$ cat src/rtl/fdc_glue_pkg.sv
package fdc_glue_pkg;
    localparam int ADDR_W   = 16;
    localparam int DATA_W   = 8;
    localparam int REG_IDX_W = 2;

    localparam logic [ADDR_W-1:0] WIN_BASE  = 16'h7FF8;
    localparam logic [ADDR_W-1:0] HEAD_ADDR = 16'h7FFC;
    localparam logic [ADDR_W-1:0] DRV_ADDR  = 16'h7FFD;
    localparam logic [ADDR_W-1:0] STAT_ADDR = 16'h7FFF;

    typedef enum logic [1:0] {
        SRC_ROM  = 2'd0,
        SRC_CTL  = 2'd1,
        SRC_STAT = 2'd2
    } rd_src_e;
endpackage

$ cat src/rtl/fdc_glue_decode.sv
module fdc_glue_decode
    import fdc_glue_pkg::*;
(
    input  logic              cs,
    input  logic [ADDR_W-1:0] addr,
    output logic              hit_ctl,
    output logic              hit_head,
    output logic              hit_drv,
    output rd_src_e           rd_src
);
    logic in_win;

    always_comb begin
        in_win   = (addr[ADDR_W-1:REG_IDX_W] == WIN_BASE[ADDR_W-1:REG_IDX_W]);
        hit_ctl  = cs && in_win;
        hit_head = cs && (addr == HEAD_ADDR);
        hit_drv  = cs && (addr == DRV_ADDR);
        if (in_win)
            rd_src = SRC_CTL;
        else if (addr == STAT_ADDR)
            rd_src = SRC_STAT;
        else
            rd_src = SRC_ROM;
    end
endmodule

$ cat src/rtl/fdc_glue_latch.sv
module fdc_glue_latch #(
    parameter int DRV_W = 1
) (
    input  logic             clk,
    input  logic             rst_n,
    input  logic             wr,
    input  logic             hit_head,
    input  logic             hit_drv,
    input  logic             head_bit,
    input  logic [DRV_W-1:0] drv_bits,
    input  logic             motor_bit,
    output logic             head,
    output logic [DRV_W-1:0] drive,
    output logic             motor
);
    typedef struct packed {
        logic             head;
        logic [DRV_W-1:0] drive;
        logic             motor;
    } latch_t;

    latch_t st_d, st_q;

    always_comb begin
        st_d = st_q;
        if (wr && hit_head) begin
            st_d.head = head_bit;
        end
        if (wr && hit_drv) begin
            st_d.drive = drv_bits;
            st_d.motor = motor_bit;
        end
    end

    always_ff @(posedge clk or negedge rst_n) begin
        if (!rst_n)
            st_q <= '0;
        else
            st_q <= st_d;
    end

    assign head  = st_q.head;
    assign drive = st_q.drive;
    assign motor = st_q.motor;
endmodule

$ cat src/rtl/fdc_glue_drive_fan.sv
module fdc_glue_drive_fan #(
    parameter int NUM_DRIVES = 2,
    parameter int DRV_W      = (NUM_DRIVES > 1) ? $clog2(NUM_DRIVES) : 1
) (
    input  logic                  head,
    input  logic [DRV_W-1:0]      drive,
    input  logic                  motor,
    input  logic [NUM_DRIVES-1:0] present,
    output logic [NUM_DRIVES-1:0] head_o,
    output logic [NUM_DRIVES-1:0] motor_o,
    output logic [NUM_DRIVES-1:0] select_o
);
    for (genvar i = 0; i < NUM_DRIVES; i++) begin : g_port
        assign head_o[i]   = present[i] & head;
        assign motor_o[i]  = present[i] & motor;
        assign select_o[i] = present[i] & (drive == DRV_W'(i));
    end
endmodule

$ cat src/rtl/fdc_glue_rom.sv
module fdc_glue_rom #(
    parameter int ROM_AW = 14,
    parameter int TAB_AW = 6,
    parameter int DW     = 8
) (
    input  logic [ROM_AW-1:0] addr,
    output logic [DW-1:0]     data
);
    localparam int TAB_N = 1 << TAB_AW;
    localparam int HI_W  = ROM_AW - TAB_AW;

    logic [DW-1:0] tab [TAB_N];
    logic [HI_W-1:0] hi;

    for (genvar i = 0; i < TAB_N; i++) begin : g_tab
        assign tab[i] = DW'((i * 37 + 11) % 256);
    end

    assign hi   = addr[ROM_AW-1:TAB_AW];
    assign data = tab[addr[TAB_AW-1:0]] ^ DW'(hi);
endmodule

$ cat src/rtl/fdc_glue_top.sv
module fdc_glue_top
    import fdc_glue_pkg::*;
#(
    parameter int NUM_DRIVES = 2,
    parameter int ROM_AW     = 14
) (
    input  logic                  clk,
    input  logic                  rst_n,
    input  logic                  cs,
    input  logic                  rd,
    input  logic                  wr,
    input  logic [15:0]           addr,
    input  logic [7:0]            wdata,
    output logic [7:0]            rdata,
    output logic                  ctl_sel,
    output logic                  ctl_rd,
    output logic                  ctl_wr,
    output logic [1:0]            ctl_reg,
    output logic [7:0]            ctl_wdata,
    input  logic [7:0]            ctl_rdata,
    input  logic                  ctl_drq,
    input  logic                  ctl_irq,
    output logic                  ctl_double_density,
    input  logic                  ctl_hld_req,
    output logic                  ctl_hld_ack,
    input  logic [NUM_DRIVES-1:0] drv_present,
    output logic [NUM_DRIVES-1:0] drv_head,
    output logic [NUM_DRIVES-1:0] drv_motor,
    output logic [NUM_DRIVES-1:0] drv_select
);
    localparam int DRV_W = (NUM_DRIVES > 1) ? $clog2(NUM_DRIVES) : 1;

    logic             hit_ctl, hit_head, hit_drv;
    rd_src_e          rd_src;
    logic             lat_head, lat_motor;
    logic [DRV_W-1:0] lat_drive;
    logic [7:0]       rom_data;
    logic [7:0]       stat_byte;

    fdc_glue_decode u_dec (
        .cs       (cs),
        .addr     (addr),
        .hit_ctl  (hit_ctl),
        .hit_head (hit_head),
        .hit_drv  (hit_drv),
        .rd_src   (rd_src)
    );

    fdc_glue_latch #(.DRV_W(DRV_W)) u_lat (
        .clk       (clk),
        .rst_n     (rst_n),
        .wr        (wr),
        .hit_head  (hit_head),
        .hit_drv   (hit_drv),
        .head_bit  (wdata[0]),
        .drv_bits  (wdata[DRV_W-1:0]),
        .motor_bit (wdata[7]),
        .head      (lat_head),
        .drive     (lat_drive),
        .motor     (lat_motor)
    );

    fdc_glue_drive_fan #(.NUM_DRIVES(NUM_DRIVES), .DRV_W(DRV_W)) u_fan (
        .head     (lat_head),
        .drive    (lat_drive),
        .motor    (lat_motor),
        .present  (drv_present),
        .head_o   (drv_head),
        .motor_o  (drv_motor),
        .select_o (drv_select)
    );

    fdc_glue_rom #(.ROM_AW(ROM_AW), .TAB_AW(6), .DW(8)) u_rom (
        .addr (addr[ROM_AW-1:0]),
        .data (rom_data)
    );

    assign ctl_sel            = hit_ctl;
    assign ctl_rd             = hit_ctl && rd;
    assign ctl_wr             = hit_ctl && wr;
    assign ctl_reg            = addr[1:0];
    assign ctl_wdata          = wdata;
    assign ctl_double_density = 1'b1;
    assign ctl_hld_ack        = ctl_hld_req;
    assign stat_byte          = {~ctl_drq, ~ctl_irq, 6'b000000};

    always_comb begin
        rdata = 8'h00;
        if (cs && rd) begin
            unique case (rd_src)
                SRC_CTL:  rdata = ctl_rdata;
                SRC_STAT: rdata = stat_byte;
                default:  rdata = rom_data;
            endcase
        end
    end
endmodule

$ cat config.mk
export PLATFORM = sky130hd
export DESIGN_NAME = fdc_glue_top
export DESIGN_NICKNAME = d
export VERILOG_FILES = /design/src/rtl/fdc_glue_pkg.sv /design/src/rtl/fdc_glue_decode.sv /design/src/rtl/fdc_glue_latch.sv /design/src/rtl/fdc_glue_drive_fan.sv /design/src/rtl/fdc_glue_rom.sv /design/src/rtl/fdc_glue_top.sv
export SDC_FILE = /design/constraint.sdc
export NUM_CORES = 1
export LEC_CHECK = 0
export ABC_AREA = 1
export BUFFER_PORTS_ARGS = -buffer_cell sky130_fd_sc_hd__buf_2
export CAP_MARGIN = 20
export CORE_AREA = 2 2 58 60
export DETAILED_ROUTE_END_ITERATION = 7
export DIE_AREA = 0 0 60 62
export GPL_TIMING_DRIVEN = 0
export MAX_ROUTING_LAYER = met4
export PLACE_DENSITY = 0.76
export SYNTH_ARGS = -nofsm -noshare
export SYNTH_HDL_FRONTEND = slang
export SYNTH_HIERARCHICAL = 1
export SYNTH_SLANG_ARGS = --single-unit
$ cat constraint.sdc
create_clock -name clk -period 3.24 [get_ports clk]
set_clock_uncertainty 0.2 [all_clocks]
set_input_delay 0.324 -clock clk [delete_from_list [all_inputs] [get_ports clk]]
set_output_delay 0.324 -clock clk [all_outputs]
set_load 0.01 [all_outputs]
Word-level counts from Yosys, hierarchy flattened:

Memory sizes are Yosys's and may differ from the RTL's.
Cells that the tools add are included.

* bits in registers: 3
* memory bits (read-only): 512
* bits of input ports: 42
* output and inout port bits: 29
* logic and storage cells: 36
* memories: 1

Memories
* (name not given): depth 64, width 8, rd ports 1, clocked after Yosys merged registers in 0, write ports 0, RTL line fdc_glue_rom.sv:20 `assign data = tab[addr[TAB_AW-1:0]] ^ DW'(hi);`

* $lt $le $gt $ge: 1
* eq/ne operators: 6
* muxes and demuxes: 6
* bitwise logic cells: 11
* reductions and logical operators: 8

Operator list (number)
* equality test 16 x 15 -> 1 bit, second input constant: 3
* 2-to-1 mux 8 bit: 3
* case mux 8 bit (2 select lines): 1
* equality test 14 x 13 -> 1 bit, second input constant: 1
* logical AND 1 bit: 8
* bitwise XOR 8 bit: 1
* greater-or-equal comparator 7 bit, second input constant: 1
* inverter 6 -> 7 bit: 1
* AND 1 bit: 6
* 2-to-1 mux 2 bit: 2
* inverter 1 bit: 3
* equality test 2 x 1 -> 1 bit, second input constant: 1
* equality test 2 bit, second input constant: 1

Logic depth before layout (Yosys ltp):

* depth in word-level cells: 7
* mapped depth: 16
* depth with buffers taken out: 16

By module:

The synthesis kept the hierarchy.

Modules (own cells, without submodules)
* fdc_glue_rom: times used 1, cells each 127, area each 701.9 µm², seq. area each 0.0 µm²
* fdc_glue_top: times used 1, cells each 59, area each 322.8 µm², seq. area each 0.0 µm²
* fdc_glue_decode: times used 1, cells each 28, area each 135.1 µm², seq. area each 0.0 µm²
* fdc_glue_latch: times used 1, cells each 14, area each 122.6 µm², seq. area each 75.1 µm²
* fdc_glue_drive_fan: times used 1, cells each 12, area each 47.5 µm², seq. area each 0.0 µm²

Least setup slack after synthesis:

OpenSTA, ideal clock, no wires.

* path type: input to output
* start point: input addr[15]
* end point: output rdata[0]
* arrival: 1650 ps
* required time: 2716 ps
* setup slack: 1066 ps
* stages: 12
* buffers on the path: 2
* path through: inv_1 nand2_1 nor2_1 nand2_1 nor2_1 buf_4 inv_1 ha_1 buf_6 nor2_8 nand2_1 a21oi_1

* elaborated cells on any way between the ends: 8
* classes of those cells: 4 x eq/ne; 4 x mux

RTL lines
* from (decl): RTL line fdc_glue_top.sv:12 `input logic [15:0] addr,`
* equality test 14 x 13 -> 1 bit (*): RTL line fdc_glue_decode.sv:14 `in_win = (addr[ADDR_W-1:REG_IDX_W] == WIN_BASE[ADDR_W-1:REG_IDX_W]);`
* net u_dec.in_win: RTL line fdc_glue_decode.sv:11 `logic in_win;`
* 2-to-1 mux 2 bit (*): RTL line fdc_glue_decode.sv:18 `if (in_win)`
* net rd_src[0]: RTL line fdc_glue_top.sv:34 `rd_src_e rd_src;`
* equality test 2 bit or equality test 2 x 1 -> 1 bit (tied branches): RTL line fdc_glue_top.sv:90 `unique case (rd_src)`
* case mux 8 bit (2 select lines) (*): RTL line fdc_glue_top.sv:90
* 2-to-1 mux 8 bit (*): RTL line fdc_glue_top.sv:89 `if (cs && rd) begin`
* to (decl): RTL line fdc_glue_top.sv:14 `output logic [7:0] rdata,`

Mark *: on every way through the listed nets, which the timed path passes. The rest lies on a longest branch.

Worst setup path in the final report:

* start point: input addr[0]
* end point: output rdata[6]

* cells in the longest elaborated chain, start to end: 7
* elaborated cells on any way between the ends: 12
* classes of those cells: 3 x eq/ne; 6 x mux; 2 x bitwise; 1 x memory

Ends and longest elaborated chain
* inverter 6 -> 7 bit (implied by the code): RTL line fdc_glue_rom.sv:20
* memory (64 x 8 bit)
* 2-to-1 mux 8 bit (implied by the code) (2 in series): RTL line fdc_glue_rom.sv:20
* bitwise XOR 8 bit: RTL line fdc_glue_rom.sv:20
* net rom_data[6]: RTL line fdc_glue_top.sv:37 `logic [7:0] rom_data;`
* case mux 8 bit (2 select lines): RTL line fdc_glue_top.sv:90
* 2-to-1 mux 8 bit: RTL line fdc_glue_top.sv:89

The timed path passes the listed nets, and every way through them passes these cells. The select of a mux whose other input is x is not followed.

==> impl_metrics.toml <==
[outcome]
status = "finished clean"

[finish]
utilization_pct = 54.5
drive_gt1_share_pct = 35.5
final_nets = 359
insertedDiodeCount = 0
area_delta_synth_final_pct = 30.4

[global_routing]
antenna_found_initial = 0
grtUsageTotal_pct = 19.1
grt_pass1_vias = 1324
grt_max_degree = 12
grt_pass1_wl_um = 5470
grt-ovfl-total = 0

[setup_path]
cpPeakStageDelay_ps = 370
crit_path_top_delay_cell = "ha_1"
cp_top_family = "simple AND/OR/NAND/NOR gates"
crit_buf_inv = 5
path_common_cell = "nand2_1"
crit_required_ps = 2720
cp_max_fo = 11
critPathLaunchType = "primary input"
criticalPathCategory = "in2out"
critPathCaptureType = "output port"
critical_path_arrival_ps = 2100
worstPathCellList = "buf_2 -> inv_2 -> ha_1 -> inv_1 -> nand2_1 -> nand2_1 -> nand2_1 -> nand2_1 -> nand2_1 -> nand3_1 -> nand2_1 -> nand2_1 -> nand2_1 -> nand2_1 -> nand3_1 -> nand2_1 -> inv_1 -> buf_2"

[detailed_routing]
avgViaCountPerCell = 4.57
finalWirelength_um = 3450
firstDrtPassIters = 4
drtIter0Drc = 54
wl_per_cell_um = 9.76
dr_total_vias = 1613
drcViolationCount = 0
drtAntennaViolNets = 0

[die]
die_w_um = 60
core_area_mm2 = 0.00318
fp-row-count = 21
ioPinCount = 71
die_area_mm2 = 0.00372
die_h_um = 62
start_util_pct = 41.8

[yosys]
synth_ff_type = "dfrtp_1"
netlist_top_cells_area = "nand2_1 25%, nand3_1 12%, buf_4 8.5%, ha_1 8.5%, inv_1 8.5%"
synth_xor_area_share_pct = 3.29
async_flop_share_pct = 100
netlist_area_mm2 = 0.00133
synth_compound_area_share_pct = 7.24
synth_top_family_by_area = "simple AND/OR/NAND/NOR gates"
synth.area.mux_share_pct = 0
synth_area_per_cell_um2 = 5.54
synth_fa_ha_area_share_pct = 8.47
synth_top_cell_area_share_pct = 25.1
ys_ff_latch = 3
synth_edf_count = 0
synth-simple-area-share_pct = 53.2
ys_warn_count = 6
seq_area_frac_synth_pct = 5.64
synth_largest_area_cell = "nand2_1"
synthCells = 240
synth_cell_types = 27
synth_nets = 291

[clock_tree]
post_cts_buffers = 0
clock-sinks = 3
clk_latency_ps = 230
numCtsBuffers = 3
clkTransAtPathRegs_ps = 40
h-tree-depth = 1
root_buffer = "clkbuf_4"
cts_resized = 0
tritoncts = "yes"
cts_buffer_depth = 2

[pwr]
pwr-share-clk_pct = 23.0
power.switching_uw = 124
p_leak_nw = 1.11
intPower_uw = 165
total_power_uw = 289
sw_frac_of_total_pct = 43.0
power_frac_seq_pct = 13.0
p_comb_share_pct = 64.0
ir_drop_uv = 85.5
power_density_mw_per_mm2 = 167

[timing]
max_clock_freq_ghz = 0.382
maxSlewViolCount = 0
fin_crit_sh_pct = 80.9
hold_violations = 0
tns_ps = 0
setup_viol = 0
grt_setup_unrepaired = "false"
min_period_ps = 2620

[flow_run]
cap_viol_max_count = 0

[place]
gp_congestion = 0.909
io_buffers = 62
dp_hpwl_um = 2800

[worst_hold_path]
hold_path_class = "in2reg"
-- placed cells by master, fill, tap and decap left out, types with 4 or more instances in the layout --
master | netlist | routed
a21oi_1 | 8 | 8
xnor2_1 | 4 | 4
inv_1 | 30 | 30
inv_2 | 5 | 5
nand3_2 | 5 | 5
o21ai_1 | 5 | 5
nand3_1 | 33 | 33
ha_1 | 9 | 9
nor2_1 | 8 | 8
buf_2 | 1 | 63
nand2_1 | 89 | 89
buf_4 | 15 | 15
-- cells in the mapped netlist, types with 4 or more instances --
cell type	instances
ha_1	9
buf_4	15
xnor2_1	4
nand2_1	89
nand3_1	33
inv_1	30
inv_2	5
nor2_1	8
o21ai_1	5
a21oi_1	8
nand3_2	5
-- worst register-to-register path, cell delays in order (launching register included) --
cell and delay, ps:
dfrtp_1 400, nand2_1 80, nand2_1 40
-- power by group through the flow --
| stage | clock network [mW] | registers [mW] | logic (mW) |
|---|---|---|---|
| finish | 0.0666 | 0.0377 | 0.185 |
| global route | 0.0750 | 0.0376 | 0.211 |
| CTS | 0.0696 | 0.0377 | 0.185 |
| detailed placement | 0 | 0.0382 | 0.183 |
| global placement | 0 | 0.0382 | 0.182 |
| floorplan | 0 | 0.0382 | 0.122 |
-- worst paths after layout --
path                              from  depth (start not counted)  slack (ps)          end
setup / recovery               addr[0]                         18         620     rdata[6]
hold / removal                wdata[7]                          3         140  u_lat/motor
setup reg to reg           u_lat/drive                          2        2410  u_lat/drive
hold reg to reg            u_lat/motor                          2         300  u_lat/motor
max in group asynchronous        rst_n                          2        2510  u_lat/motor
min in group asynchronous        rst_n                          2         230   u_lat/head
-- cells by family (layout without fill, tap and decap cells) --
kind of cell | count (synthesis) | in the layout
AND/OR/NAND/NOR | 149 | 149
adder cells (fa/ha/maj) | 9 | 9
other | 1 | 1
AO/OA/AOI/OAI | 17 | 17
buffers and inverters | 56 | 123
flip-flops | 3 | 3
XOR/XNOR | 5 | 5
-- cell type report --
class | count | area, µm²
clock buffers | 4 | 26.3
plain buffers | 19 | 151
flip-flops and latches | 3 | 75.1
fillers | 344 | 1450
multi-input cells | 181 | 963
inverters | 37 | 140
repair buffers | 63 | 320
well taps | 46 | 57.6
-- through the flow --
step                      std cells  setup WS (ps)  area [µm²]  hold WS, ps
final                           353            619        1730          140
after global routing            353            331        1730          157
after CTS                       353            606        1730          133
after detailed placement        348            624        1700        -78.7
after global placement          348            614        1700        -76.4
after floorplan                 240           1070        1330         -172
-- state kept, by name, summed over array words and instances, names as in the netlist --
name,cells
u_lat/drive,1
u_lat/motor,1
u_lat/head,1
-- per-layer routing --
| metal | GRT usage [%] | vias up | share of wire [%] |
|---|---|---|---|
| met1 | 25.0 | 689 | 46 |
| met2 | 32.6 | 60 | 48 |
| met3 | 1.45 | 0 | 6.7 |
| met4 | 3.81 | 0 | 0 |
| li1 | - | 864 | - |
| met5 | - | - | 0 |
-- timing repair --
item / in CTS / in global routing
endpoints found under the setup margin: 0 / 0
hold endpoints to repair: 3 / 0
hold buffers: 1 / 0
Power figures use the tool's default switching activity.
